### src/rtl/spim_pkg.sv
// Shared constants for the serial master: register offsets, bit positions
// of control/status/interrupt fields and the identification byte table.
package spim_pkg;
    localparam int ADDR_W = 12;

    localparam logic [ADDR_W-1:0] OFS_SIZE  = 12'h000;
    localparam logic [ADDR_W-1:0] OFS_CTRL  = 12'h004;
    localparam logic [ADDR_W-1:0] OFS_DATA  = 12'h008;
    localparam logic [ADDR_W-1:0] OFS_STAT  = 12'h00C;
    localparam logic [ADDR_W-1:0] OFS_PSC   = 12'h010;
    localparam logic [ADDR_W-1:0] OFS_IMASK = 12'h014;
    localparam logic [ADDR_W-1:0] OFS_RAW   = 12'h018;
    localparam logic [ADDR_W-1:0] OFS_MSKD  = 12'h01C;
    localparam logic [ADDR_W-1:0] OFS_IDWIN = 12'hFE0;

    localparam int CTL_LOOP = 0;
    localparam int CTL_EN   = 1;
    localparam int CTL_SEL  = 2;
    localparam int CTL_W    = 3;

    localparam int ST_TXE  = 0;
    localparam int ST_TXNF = 1;
    localparam int ST_RXNE = 2;
    localparam int ST_RXF  = 3;
    localparam int ST_BSY  = 4;
    localparam int ST_W    = 5;

    localparam int IRQ_RX = 2;
    localparam int IRQ_TX = 3;
    localparam int IRQ_W  = 4;

    // Identification byte for word index 0..7 of the ID window.
    function automatic logic [7:0] id_byte(input logic [2:0] idx);
        case (idx)
            3'd0:    return 8'h22;
            3'd1:    return 8'h10;
            3'd2:    return 8'h04;
            3'd3:    return 8'h00;
            3'd4:    return 8'h0D;
            3'd5:    return 8'hF0;
            3'd6:    return 8'h05;
            default: return 8'hB1;
        endcase
    endfunction
endpackage

### src/rtl/spim_fifo.sv
// Synchronous word queue with occupancy count.
// Assumes the caller never pushes when full nor pops when empty;
// a push and a pop may share a cycle.
module spim_fifo #(
    parameter int DW    = 16,
    parameter int DEPTH = 8
) (
    input  logic                       clk,
    input  logic                       rst_n,
    input  logic                       push,
    input  logic [DW-1:0]              push_data,
    input  logic                       pop,
    output logic [DW-1:0]              head,
    output logic [$clog2(DEPTH+1)-1:0] count,
    output logic                       empty,
    output logic                       full
);
    localparam int PTR_W = (DEPTH > 1) ? $clog2(DEPTH) : 1;
    localparam int CNT_W = $clog2(DEPTH + 1);

    logic [DW-1:0]    store [DEPTH];
    logic [PTR_W-1:0] wptr, rptr;
    logic [CNT_W-1:0] cnt;

    function automatic logic [PTR_W-1:0] bump(input logic [PTR_W-1:0] p);
        return (p == PTR_W'(DEPTH - 1)) ? '0 : p + 1'b1;
    endfunction

    // Write the pushed word into its slot.
    always_ff @(posedge clk) begin
        if (push) store[wptr] <= push_data;
    end

    // Advance pointers and track occupancy.
    always_ff @(posedge clk) begin
        if (!rst_n) begin
            wptr <= '0;
            rptr <= '0;
            cnt  <= '0;
        end else begin
            if (push) wptr <= bump(wptr);
            if (pop)  rptr <= bump(rptr);
            if (push && !pop)      cnt <= cnt + 1'b1;
            else if (pop && !push) cnt <= cnt - 1'b1;
        end
    end

    assign head  = store[rptr];
    assign count = cnt;
    assign empty = (cnt == '0);
    assign full  = (cnt == CNT_W'(DEPTH));

    assert_no_overflow_R1: assert property (@(posedge clk) disable iff (!rst_n)
        push |-> (cnt != CNT_W'(DEPTH)));
    assert_no_underflow_R11: assert property (@(posedge clk) disable iff (!rst_n)
        pop |-> (cnt != '0));
endmodule

### src/rtl/spim_engine.sv
// Mode-0 shift engine: takes one word when allowed, shifts it out MSB first
// on falling serial clock edges, samples data-in on rising edges and
// presents the received word for one cycle at the end of the frame.
// Assumes size_field is held stable while a frame runs.
module spim_engine #(
    parameter int DW = 16,
    parameter int FW = 4,
    parameter int PW = 8
) (
    input  logic          clk,
    input  logic          rst_n,
    input  logic          run_ok,
    input  logic          tx_avail,
    input  logic          rx_room,
    input  logic [DW-1:0] tx_word,
    input  logic [FW-1:0] size_field,
    input  logic [PW-1:0] psc,
    input  logic          miso,
    output logic          take,
    output logic          rx_push,
    output logic [DW-1:0] rx_word,
    output logic          busy,
    output logic          sclk,
    output logic          mosi,
    output logic          cs_n
);
    localparam int BW = $clog2(DW + 1);

    logic          busy_q, sclk_q;
    logic [PW-1:0] hcnt, half_lim;
    logic [BW-1:0] bits_left, width_bits;
    logic [DW-1:0] sh_tx, sh_rx;
    logic          tick;

    // Half-period limit with a floor of two.
    always_comb half_lim = (psc < PW'(2)) ? PW'(2) : psc;
    always_comb width_bits = BW'(size_field) + 1'b1;

    assign tick    = busy_q && (hcnt == half_lim);
    assign take    = !busy_q && run_ok && tx_avail && rx_room;
    assign rx_push = tick && sclk_q && (bits_left == BW'(1));
    assign rx_word = sh_rx;

    // Frame sequencing: load, toggle clock, shift, finish.
    always_ff @(posedge clk) begin
        if (!rst_n) begin
            busy_q    <= 1'b0;
            sclk_q    <= 1'b0;
            hcnt      <= '0;
            bits_left <= '0;
            sh_tx     <= '0;
            sh_rx     <= '0;
        end else if (take) begin
            busy_q    <= 1'b1;
            sclk_q    <= 1'b0;
            hcnt      <= '0;
            bits_left <= width_bits;
            sh_tx     <= tx_word << (BW'(DW) - width_bits);
            sh_rx     <= '0;
        end else if (busy_q) begin
            if (tick) begin
                hcnt <= '0;
                if (!sclk_q) begin
                    sclk_q <= 1'b1;
                    sh_rx  <= {sh_rx[DW-2:0], miso};
                end else begin
                    sclk_q    <= 1'b0;
                    sh_tx     <= {sh_tx[DW-2:0], 1'b0};
                    bits_left <= bits_left - 1'b1;
                    if (bits_left == BW'(1)) busy_q <= 1'b0;
                end
            end else begin
                hcnt <= hcnt + 1'b1;
            end
        end
    end

    assign busy = busy_q;
    assign sclk = sclk_q;
    assign cs_n = !busy_q;
    assign mosi = busy_q && sh_tx[DW-1];

    assert_idle_clock_low_R12: assert property (@(posedge clk) disable iff (!rst_n)
        !busy_q |-> !sclk_q);
    assert_start_needs_room_R8: assert property (@(posedge clk) disable iff (!rst_n)
        $rose(busy_q) |-> ($past(rx_room) && !sclk_q));
endmodule

### src/rtl/serial_master_regs.sv
// Register-mapped serial master: register file, two word queues, loopback
// path, status and interrupt logic around the shift engine.
// Assumes one bus access per clock; reads are combinational and a data
// read with bus_rd high pops the receive queue at the clock edge.
module serial_master_regs
    import spim_pkg::*;
#(
    parameter int DW    = 16,
    parameter int FW    = 4,
    parameter int PW    = 8,
    parameter int DEPTH = 8
) (
    input  logic              clk,
    input  logic              rst_n,
    input  logic [ADDR_W-1:0] bus_addr,
    input  logic              bus_wr,
    input  logic              bus_rd,
    input  logic [DW-1:0]     bus_wdata,
    output logic [DW-1:0]     bus_rdata,
    output logic              irq,
    output logic              sclk,
    output logic              mosi,
    input  logic              miso,
    output logic              cs_n
);
    localparam int CNT_W = $clog2(DEPTH + 1);
    localparam int HALF  = DEPTH / 2;

    logic [FW-1:0]    size_q;
    logic [CTL_W-1:0] ctrl_q;
    logic [PW-1:0]    psc_q;
    logic [IRQ_W-1:0] imask_q;
    logic [DW-1:0]    wmask;

    logic             tx_push, tx_pop, tx_empty, tx_full;
    logic [DW-1:0]    tx_head;
    logic [CNT_W-1:0] tx_cnt;
    logic             rx_push, rx_pop, rx_empty, rx_full;
    logic [DW-1:0]    rx_head, rx_din;
    logic [CNT_W-1:0] rx_cnt;

    logic             eng_take, eng_push, eng_busy, lb_fire;
    logic [DW-1:0]    eng_word;
    logic [ST_W-1:0]  status;
    logic [IRQ_W-1:0] raw;

    // Width mask derived from the size field.
    always_comb wmask = DW'((32'd1 << (32'(size_q) + 32'd1)) - 32'd1);

    // Software-visible configuration registers.
    always_ff @(posedge clk) begin
        if (!rst_n) begin
            size_q  <= '0;
            ctrl_q  <= '0;
            psc_q   <= '0;
            imask_q <= '0;
        end else if (bus_wr) begin
            case (bus_addr)
                OFS_SIZE:  size_q  <= bus_wdata[FW-1:0];
                OFS_CTRL:  ctrl_q  <= bus_wdata[CTL_W-1:0];
                OFS_PSC:   psc_q   <= bus_wdata[PW-1:0];
                OFS_IMASK: imask_q <= bus_wdata[IRQ_W-1:0];
                default: ;
            endcase
        end
    end

    // Queue control: bus pushes/pops, engine and loopback transfers.
    always_comb begin
        tx_push = bus_wr && (bus_addr == OFS_DATA) && !tx_full;
        rx_pop  = bus_rd && (bus_addr == OFS_DATA) && !rx_empty;
        lb_fire = ctrl_q[CTL_EN] && ctrl_q[CTL_LOOP] && !eng_busy && !tx_empty && !rx_full;
        tx_pop  = eng_take || lb_fire;
        rx_push = eng_push || lb_fire;
        rx_din  = (lb_fire ? tx_head : eng_word) & wmask;
    end

    spim_fifo #(.DW(DW), .DEPTH(DEPTH)) i_txq (
        .clk(clk), .rst_n(rst_n), .push(tx_push), .push_data(bus_wdata & wmask),
        .pop(tx_pop), .head(tx_head), .count(tx_cnt), .empty(tx_empty), .full(tx_full)
    );

    spim_fifo #(.DW(DW), .DEPTH(DEPTH)) i_rxq (
        .clk(clk), .rst_n(rst_n), .push(rx_push), .push_data(rx_din),
        .pop(rx_pop), .head(rx_head), .count(rx_cnt), .empty(rx_empty), .full(rx_full)
    );

    spim_engine #(.DW(DW), .FW(FW), .PW(PW)) i_eng (
        .clk(clk), .rst_n(rst_n),
        .run_ok(ctrl_q[CTL_EN] && !ctrl_q[CTL_LOOP]),
        .tx_avail(!tx_empty), .rx_room(!rx_full), .tx_word(tx_head),
        .size_field(size_q), .psc(psc_q), .miso(miso),
        .take(eng_take), .rx_push(eng_push), .rx_word(eng_word), .busy(eng_busy),
        .sclk(sclk), .mosi(mosi), .cs_n(cs_n)
    );

    // Status flags and level interrupt sources.
    always_comb begin
        status          = '0;
        status[ST_TXE]  = tx_empty;
        status[ST_TXNF] = !tx_full;
        status[ST_RXNE] = !rx_empty;
        status[ST_RXF]  = rx_full;
        status[ST_BSY]  = eng_busy || !tx_empty;
        raw             = '0;
        raw[IRQ_RX]     = (rx_cnt >= CNT_W'(HALF));
        raw[IRQ_TX]     = (tx_cnt <= CNT_W'(HALF));
    end

    assign irq = |(raw & imask_q);

    // Read multiplexer.
    always_comb begin
        bus_rdata = '0;
        if (bus_addr >= OFS_IDWIN) begin
            bus_rdata = DW'(id_byte(bus_addr[4:2]));
        end else begin
            case (bus_addr)
                OFS_SIZE:  bus_rdata = DW'(size_q);
                OFS_CTRL:  bus_rdata = DW'(ctrl_q);
                OFS_DATA:  bus_rdata = rx_empty ? '0 : rx_head;
                OFS_STAT:  bus_rdata = DW'(status);
                OFS_PSC:   bus_rdata = DW'(psc_q);
                OFS_IMASK: bus_rdata = DW'(imask_q);
                OFS_RAW:   bus_rdata = DW'(raw);
                OFS_MSKD:  bus_rdata = DW'(raw & imask_q);
                default:   bus_rdata = '0;
            endcase
        end
    end

    assert_disabled_holds_R4: assert property (@(posedge clk) disable iff (!rst_n)
        (!ctrl_q[CTL_EN] && !eng_busy) |-> (!tx_pop && !rx_push));
    assert_irq_on_rx_level_R7: assert property (@(posedge clk) disable iff (!rst_n)
        ((rx_cnt >= CNT_W'(HALF)) && imask_q[IRQ_RX]) |-> irq);
    assert_loop_lines_idle_R3: assert property (@(posedge clk) disable iff (!rst_n)
        lb_fire |-> (cs_n && !sclk));
endmodule

### config.mk
export PLATFORM = sky130hd
export DESIGN_NAME = serial_master_regs
export DESIGN_NICKNAME = d
export VERILOG_FILES = /design/src/rtl/spim_pkg.sv /design/src/rtl/spim_fifo.sv /design/src/rtl/spim_engine.sv /design/src/rtl/serial_master_regs.sv
export SDC_FILE = /design/constraint.sdc
export NUM_CORES = 1
export LEC_CHECK = 0
export BUFFER_PORTS_ARGS = -buffer_cell sky130_fd_sc_hd__buf_2
export CAP_MARGIN = 30
export CORE_UTILIZATION = 60
export CTS_CLUSTER_SIZE = 14
export DETAILED_ROUTE_END_ITERATION = 10
export PLACE_DENSITY = 0.84
export SLEW_MARGIN = 20
export SYNTH_ARGS = -nofsm -noshare
export SYNTH_HDL_FRONTEND = slang
export SYNTH_SLANG_ARGS = --single-unit
### constraint.sdc
create_clock -name clk -period 4.4 [get_ports clk]
set_input_delay 0.22 -clock clk [delete_from_list [all_inputs] [get_ports clk]]
set_output_delay 0.22 -clock clk [all_outputs]
set_load 0.02 [all_outputs]
# == Word-level counts from Yosys, hierarchy flattened ==
# Memory sizes are Yosys's and may differ from the RTL's. A register that Yosys moved wholly into a read port is not among the register bits.
# Cells that the tools add are included.
# totals
output_inout_bits,20
register_bits,86
mem_count,2
input_bits,33
wordCells,153
mem_bits_rw,256
# op_classes
reduce_logical,51
magnitude_cmp,4
shift,2
muxes,37
bitwise,6
eq_ne,21
addsub,14
# memory_table
name,depth,width,read_ports,rd_ports_with_merged_regs,write_ports,line,text
i_rxq.store,8,16,1,1,1,spim_fifo.sv:21,logic [DW-1:0] store [DEPTH];
i_txq.store,8,16,1,1,1,spim_fifo.sv:21,
# ops
op,n
$pmux W16 S8,1
$mux W16,7
$pmux W8 S7,1
$eq A12 B5 Y1 const B,4
$and A16 B16 Y16,2
$eq A12 B4 Y1 const B,2
$mux W3,8
$eq A3 B3 Y1 const B,7
$logic_and A1 B1 Y1,20
$mux W5,4
$mux W4,4
$mux W8,2
$shl A1 B5 Y16 const A,1
$shl A16 B5 Y16,1
$sub A16 B1 Y16 const B,1
$add A3 B1 Y3 const B,4
$eq A12 B3 Y1 const B,1
$ge A12 B12 Y1 const B,1
$logic_not A12 Y1,1
$add A4 B1 Y5 const B,2
$logic_not A1 Y1,10
$mux W1,10
$reduce_and A2 Y1,5
$reduce_bool A2 Y1,5
21 further kinds,31

# == Longest topological paths before layout ==
# depth
word_depth,11
depth_mapped,14
ltp_nobuf,14

# == Modules after synthesis ==
# From an unflattened synthesis, not the netlist that was laid out.
# hier_totals
hier_cells,1110
area_unflattened_um2,15987.8
# by_module_without_submodules
module,seq_area_each_um2,cells_each,area_each_um2,n_inst
spim_fifo (i_rxq),4103.9,259,5576.6,1
spim_fifo (i_txq),4103.9,257,5574.1,1
spim_engine,940.9,310,2852.7,1
serial_master_regs,380.4,284,1984.4,1

# == Worst setup path before layout ==
# Ideal clock, no wire load.
# synth_path
path_kind,input-to-reg
startpoint,input port bus_addr[9]
endpoint,memory i_txq.store[4][0] (enable)
arrival_time_ns,3.112
required_time_ns,3.987
slack_ns,0.875
setup_time_ns,0.413
cell_stages,8
n_path_buf,2
cell_sequence,or4_1 -> buf_2 -> nor4b_4 -> nor3b_2 -> and3_1 -> buf_4 -> nand2b_1 -> nor3b_1
# synth_via
elab_chain_len,5
# synth_rtl
item,line,text
from (decl),serial_master_regs.sv:15,"input logic [ADDR_W-1:0] bus_addr,"
$eq A12 B4 Y1,serial_master_regs.sv:70,tx_push = bus_wr && (bus_addr == OFS_DATA) && !tx_full;
$logic_and A1 B1 Y1 (2 in series),serial_master_regs.sv:70,
named net i_txq.push,spim_fifo.sv:10,"input logic push,"
$mux W1,spim_fifo.sv:31,if (push) store[wptr] <= push_data;
$mux W1 (implied by the code),spim_fifo.sv:31,
to (decl),spim_fifo.sv:21,
# The timed path passes the listed nets, and every way through them passes these cells.

# == Worst setup path after layout ==
# layout_path
startpoint,register i_rxq.cnt[0] (netlist: i_rxq.count[0])
endpoint,register i_rxq.cnt[3] (netlist: i_rxq.count[3])
# layout_via
elab_chain_len,7
elab_cells_between_ends,16
cone_classes,add/sub (2); eq/ne (1); mux (2); reduce/logical (11)
# layout_rtl
item,line,text
from (decl),spim_fifo.sv:23,logic [CNT_W-1:0] cnt;
from (signal assigned),spim_fifo.sv:43,if (push && !pop) cnt <= cnt + 1'b1;
from (signal assigned),spim_fifo.sv:44,else if (pop && !push) cnt <= cnt - 1'b1;
$eq A4 B4 Y1 (*),spim_fifo.sv:51,assign full = (cnt == CNT_W'(DEPTH));
$logic_not A1 Y1 (*),serial_master_regs.sv:72,lb_fire = ctrl_q[CTL_EN] && ctrl_q[CTL_LOOP] && !eng_busy && !tx_empty && !rx_full;
$logic_and A1 B1 Y1 (*),serial_master_regs.sv:72,
$logic_or A1 B1 Y1 (*),serial_master_regs.sv:74,rx_push = eng_push || lb_fire;
named net i_rxq.push,spim_fifo.sv:10,
$logic_not A1 Y1,spim_fifo.sv:44,
$logic_and A1 B1 Y1,spim_fifo.sv:44,
$reduce_bool A2 Y1 (no line),--,
# The timed path passes the listed nets; every way through them passes the cells marked *. The select of a mux whose other input is x is not followed.
# A chain may end at the register's enable or synchronous reset.

==> summary.txt <==
Status: complete, no violations
Fraction of layout cells with a size suffix above 1: 19.13%
Largest net degree at the start of global routing: 45
Commonest cells post-synth: edfxtp_1 (256), nor2_1 (115), dfxtp_1 (92), nand2_1 (91), mux2i_1 (79)
Site Rows: 59
Final setup violation count: 0
R2R setup slack: 0.57 ns
Yosys top cell by area: edfxtp_1
Net switching power: 1.296 mW
Synth top area cells: edfxtp_1 (49%), dfxtp_1 (12%), mux4_2 (8.5%), mux2i_1 (5.0%), nor2_1 (2.7%)
Sequential Power Share: 52.2%
Setup CP Type: reg -> reg
Synth cell types: 79
Critical Path RT: 4.85 ns
Slew @ Worst Pin: 0.9758 ns
EDFF count, synth: 256
Worst Setup End Kind: flip-flop
Final hold slack: 0.02324 ns
Postcts setup bufs: 0
Post-synth top flop: edfxtp_1
Post-synthesis mux area share: 15.00%
Hold Path Sink: i_eng.rx_word[0]
Post-CTS Hold Fix Bufs: 0
Period utilisation layout: 87.14%
Synthesized area: 15,810 µm²
Vias in the first global route: 10,320
Final Util: 68.60%
CTS Buffer Depth: 3
Worst reg2reg path endpoint: i_rxq.count[3]
RSZ-0062 raised after global routing: no
Synth Area in XOR/XNOR: 1.876%
Die X-Extent: 164.3 µm
TNS Setup: 0 ns
Simple-Gate Fraction of Synth Area: 10.12%
Min-delay src: miso
P per Cell Area: 373.5 nW/µm²
Resize count post-CTS: 0
Fraction of synthesis flops using an asynchronous set or reset pin: 0%
Antenna violations before repair: 0
Global placement routability congestion: 0.9659
Critical path startpoint category: flip-flop
Min cycle time layout: 3.834 ns
Area Growth Syn to Fin: 12.78%
Worst-skew pair later-pin latency: 0.52 ns
R2R Path Start: i_rxq.count[0]
Net Count, Synth: 1,236
Top-count cell post-synth: edfxtp_1
Drt total wl: 37.92 mm
# diodes: 0
Final Non-Filler Cells: 1,616
F_max: 260.8 MHz
Core Footprint: 25,980 µm²
Avg Vias per Cell: 6.467
Slew headroom: 34.03%
Number of max-cap violations: 0
Largest family of logic cells by synthesized area: multiplexers
Drt pass-1 iters: 6
Worst Skew: 0.02077 ns
Static leakage power: 5.979 nW
CP arrival: 4.28 ns
Register area share after synthesis: 60.29%
Internal: 5.361 mW
Die H: 164.3 µm
Mean Syn Cell Area: 13.44 µm²
Adder-Cell Fraction of Synth Area: 2.232%
Vias: 10,450
Clock Power Share: 46.9%
CTS tree: yes
HPWL Detailed: 24.71 mm
H-tree depth: 2
Remaining DRCs: 0
Number of I/O port buffers: 52
TritonCTS buffer count: 36
R2R cell count: 13
Placed inst area: 16,600 µm²
Worst-path fanout max: 9
All-Layer GR Usage: 28.67%
Antenna Violating Nets Remaining: 0
First-pass GRT wire length: 57.66 mm
Compound-Gate Fraction of Synth Area: 8.233%
Placed cell count: 1,548
Peak supply drop: 0.3766 mV
Sw Ratio: 19.47%
GRT overflow: 0
Logic gate share of total power: 0.9%
Die footprint: 26,990 µm²
Root Driver: clkbuf_16
Filler cells: 1,757
Nets: 1,314
Fin area: 17,820 µm²
Initial Util: 60.82%
Synthesized instance count: 1,176
Avg WL per Cell: 23.47 µm
Final hold violations: 0
Hold Crit Class: in -> reg
Post-synth top area share: 48.64%
CTS sink cnt: 348
Synth warnings: 0
Max-slew violation count: 0
Min-Delay Path Depth: 3
Synthesized flop and latch total: 348
DR iter-0 viols: 1,360
Clk slew on worst S/H paths: 0.06 ns
Ports: 53
state kept, by name, indices dropped and copies added, names as in the netlist, named ones only:
name,count
i_txq.rptr,3
i_txq.count,4
size_q,4
i_eng.hcnt,8
i_eng.busy,1
i_txq.store,128
psc_q,8
i_rxq.store,128
ctrl_q,3
i_eng.bits_left,5
i_eng.sh_tx,16
i_rxq.count,4
i_eng.rx_word,16
i_eng.sclk,1
imask_q,4
i_rxq.rptr,3
i_rxq.wptr,3
i_txq.wptr,3
cells in the final DEF, fill, tap and decap left out, types with 38 or more instances in the layout:
| cell type | n |
|---|---|
| mux4_2 | 60 |
| buf_2 | 57 |
| buf_4 | 43 |
| clkbuf_16 | 38 |
| mux2i_1 | 79 |
| nor2_1 | 115 |
| o21ai_0 | 40 |
| dfxtp_1 | 90 |
| nand3_1 | 38 |
| nand2_1 | 91 |
| a21oi_1 | 56 |
| edfxtp_1 | 256 |
logic make-up (layout without fill, tap and decap cells):
group                    count (synthesis)  count (layout)
buffers and inverters                   81             186
flip-flops                             348             348
AND/OR/NAND/NOR                        338             338
AO/OA/AOI/OAI                          196             196
multiplexers                           153             153
adder cells (fa/ha/maj)                 27              27
XOR/XNOR                                33              33
per-layer routing:
layer	track usage (%)	up-vias	part of all wire (%)
li1	-	4657	-
met1	36.94	5124	38
met2	48.95	550	50
met3	4.217	120	8.8
met4	11.20	0	3.5
met5	0	-	0
worst max-delay path by stage:
stage,start,to,slack (ns)
finish,i_rxq.count[0],i_rxq.count[3],0.57
global route,i_rxq.count[0],i_rxq.count[3],0.34
CTS,i_rxq.count[0],i_rxq.count[3],0.67
detailed placement,i_rxq.count[0],i_rxq.count[3],0.71
global placement,i_rxq.count[0],i_rxq.count[3],0.87
floorplan,bus_addr[9],i_txq.store[4][0],0.88
stage by stage:
stage / setup WS [ns] / power [mW]
global placement: 0.8662 / 3.605
detailed placement: 0.7147 / 3.605
global route: 0.3399 / 6.805
CTS: 0.6683 / 6.681
finish: 0.5661 / 6.657
floorplan: 0.8753 / 3.572
power groups by stage:
stage | logic [mW] | registers [mW] | clock network (mW)
after floorplan | 0.0264 | 3.55 | 0
after global placement | 0.0598 | 3.55 | 0
after detailed placement | 0.0595 | 3.55 | 0
after CTS | 0.0601 | 3.47 | 3.15
after global routing | 0.0647 | 3.47 | 3.27
final | 0.0621 | 3.47 | 3.12
final cells by class:
| type | instances | area, µm² | area share, % |
|---|---|---|---|
| well taps | 335 | 419.2 | 2.352 |
| multi-input cells | 747 | 5961 | 33.44 |
| clock inverters | 22 | 237.7 | 1.334 |
| flip-flops and latches | 348 | 9532 | 53.47 |
| repair buffers | 102 | 634.4 | 3.559 |
| inverters | 19 | 71.32 | 0.4001 |
| clock buffers | 43 | 969.7 | 5.440 |
worst max-delay path, stage by stage (launching register included):
cell	delay [ns]
dfxtp_1	0.37
nor4b_1	0.87
nor3_2	0.19
nand2_1	0.31
o41a_1	0.43
inv_1	0.10
ha_1	0.22
inv_1	0.13
ha_1	0.25
a21o_1	0.18
a21oi_1	0.17
xnor2_1	0.09
or3_1	0.30
a21oi_1	0.15
(Power assumes the default switching activity.)
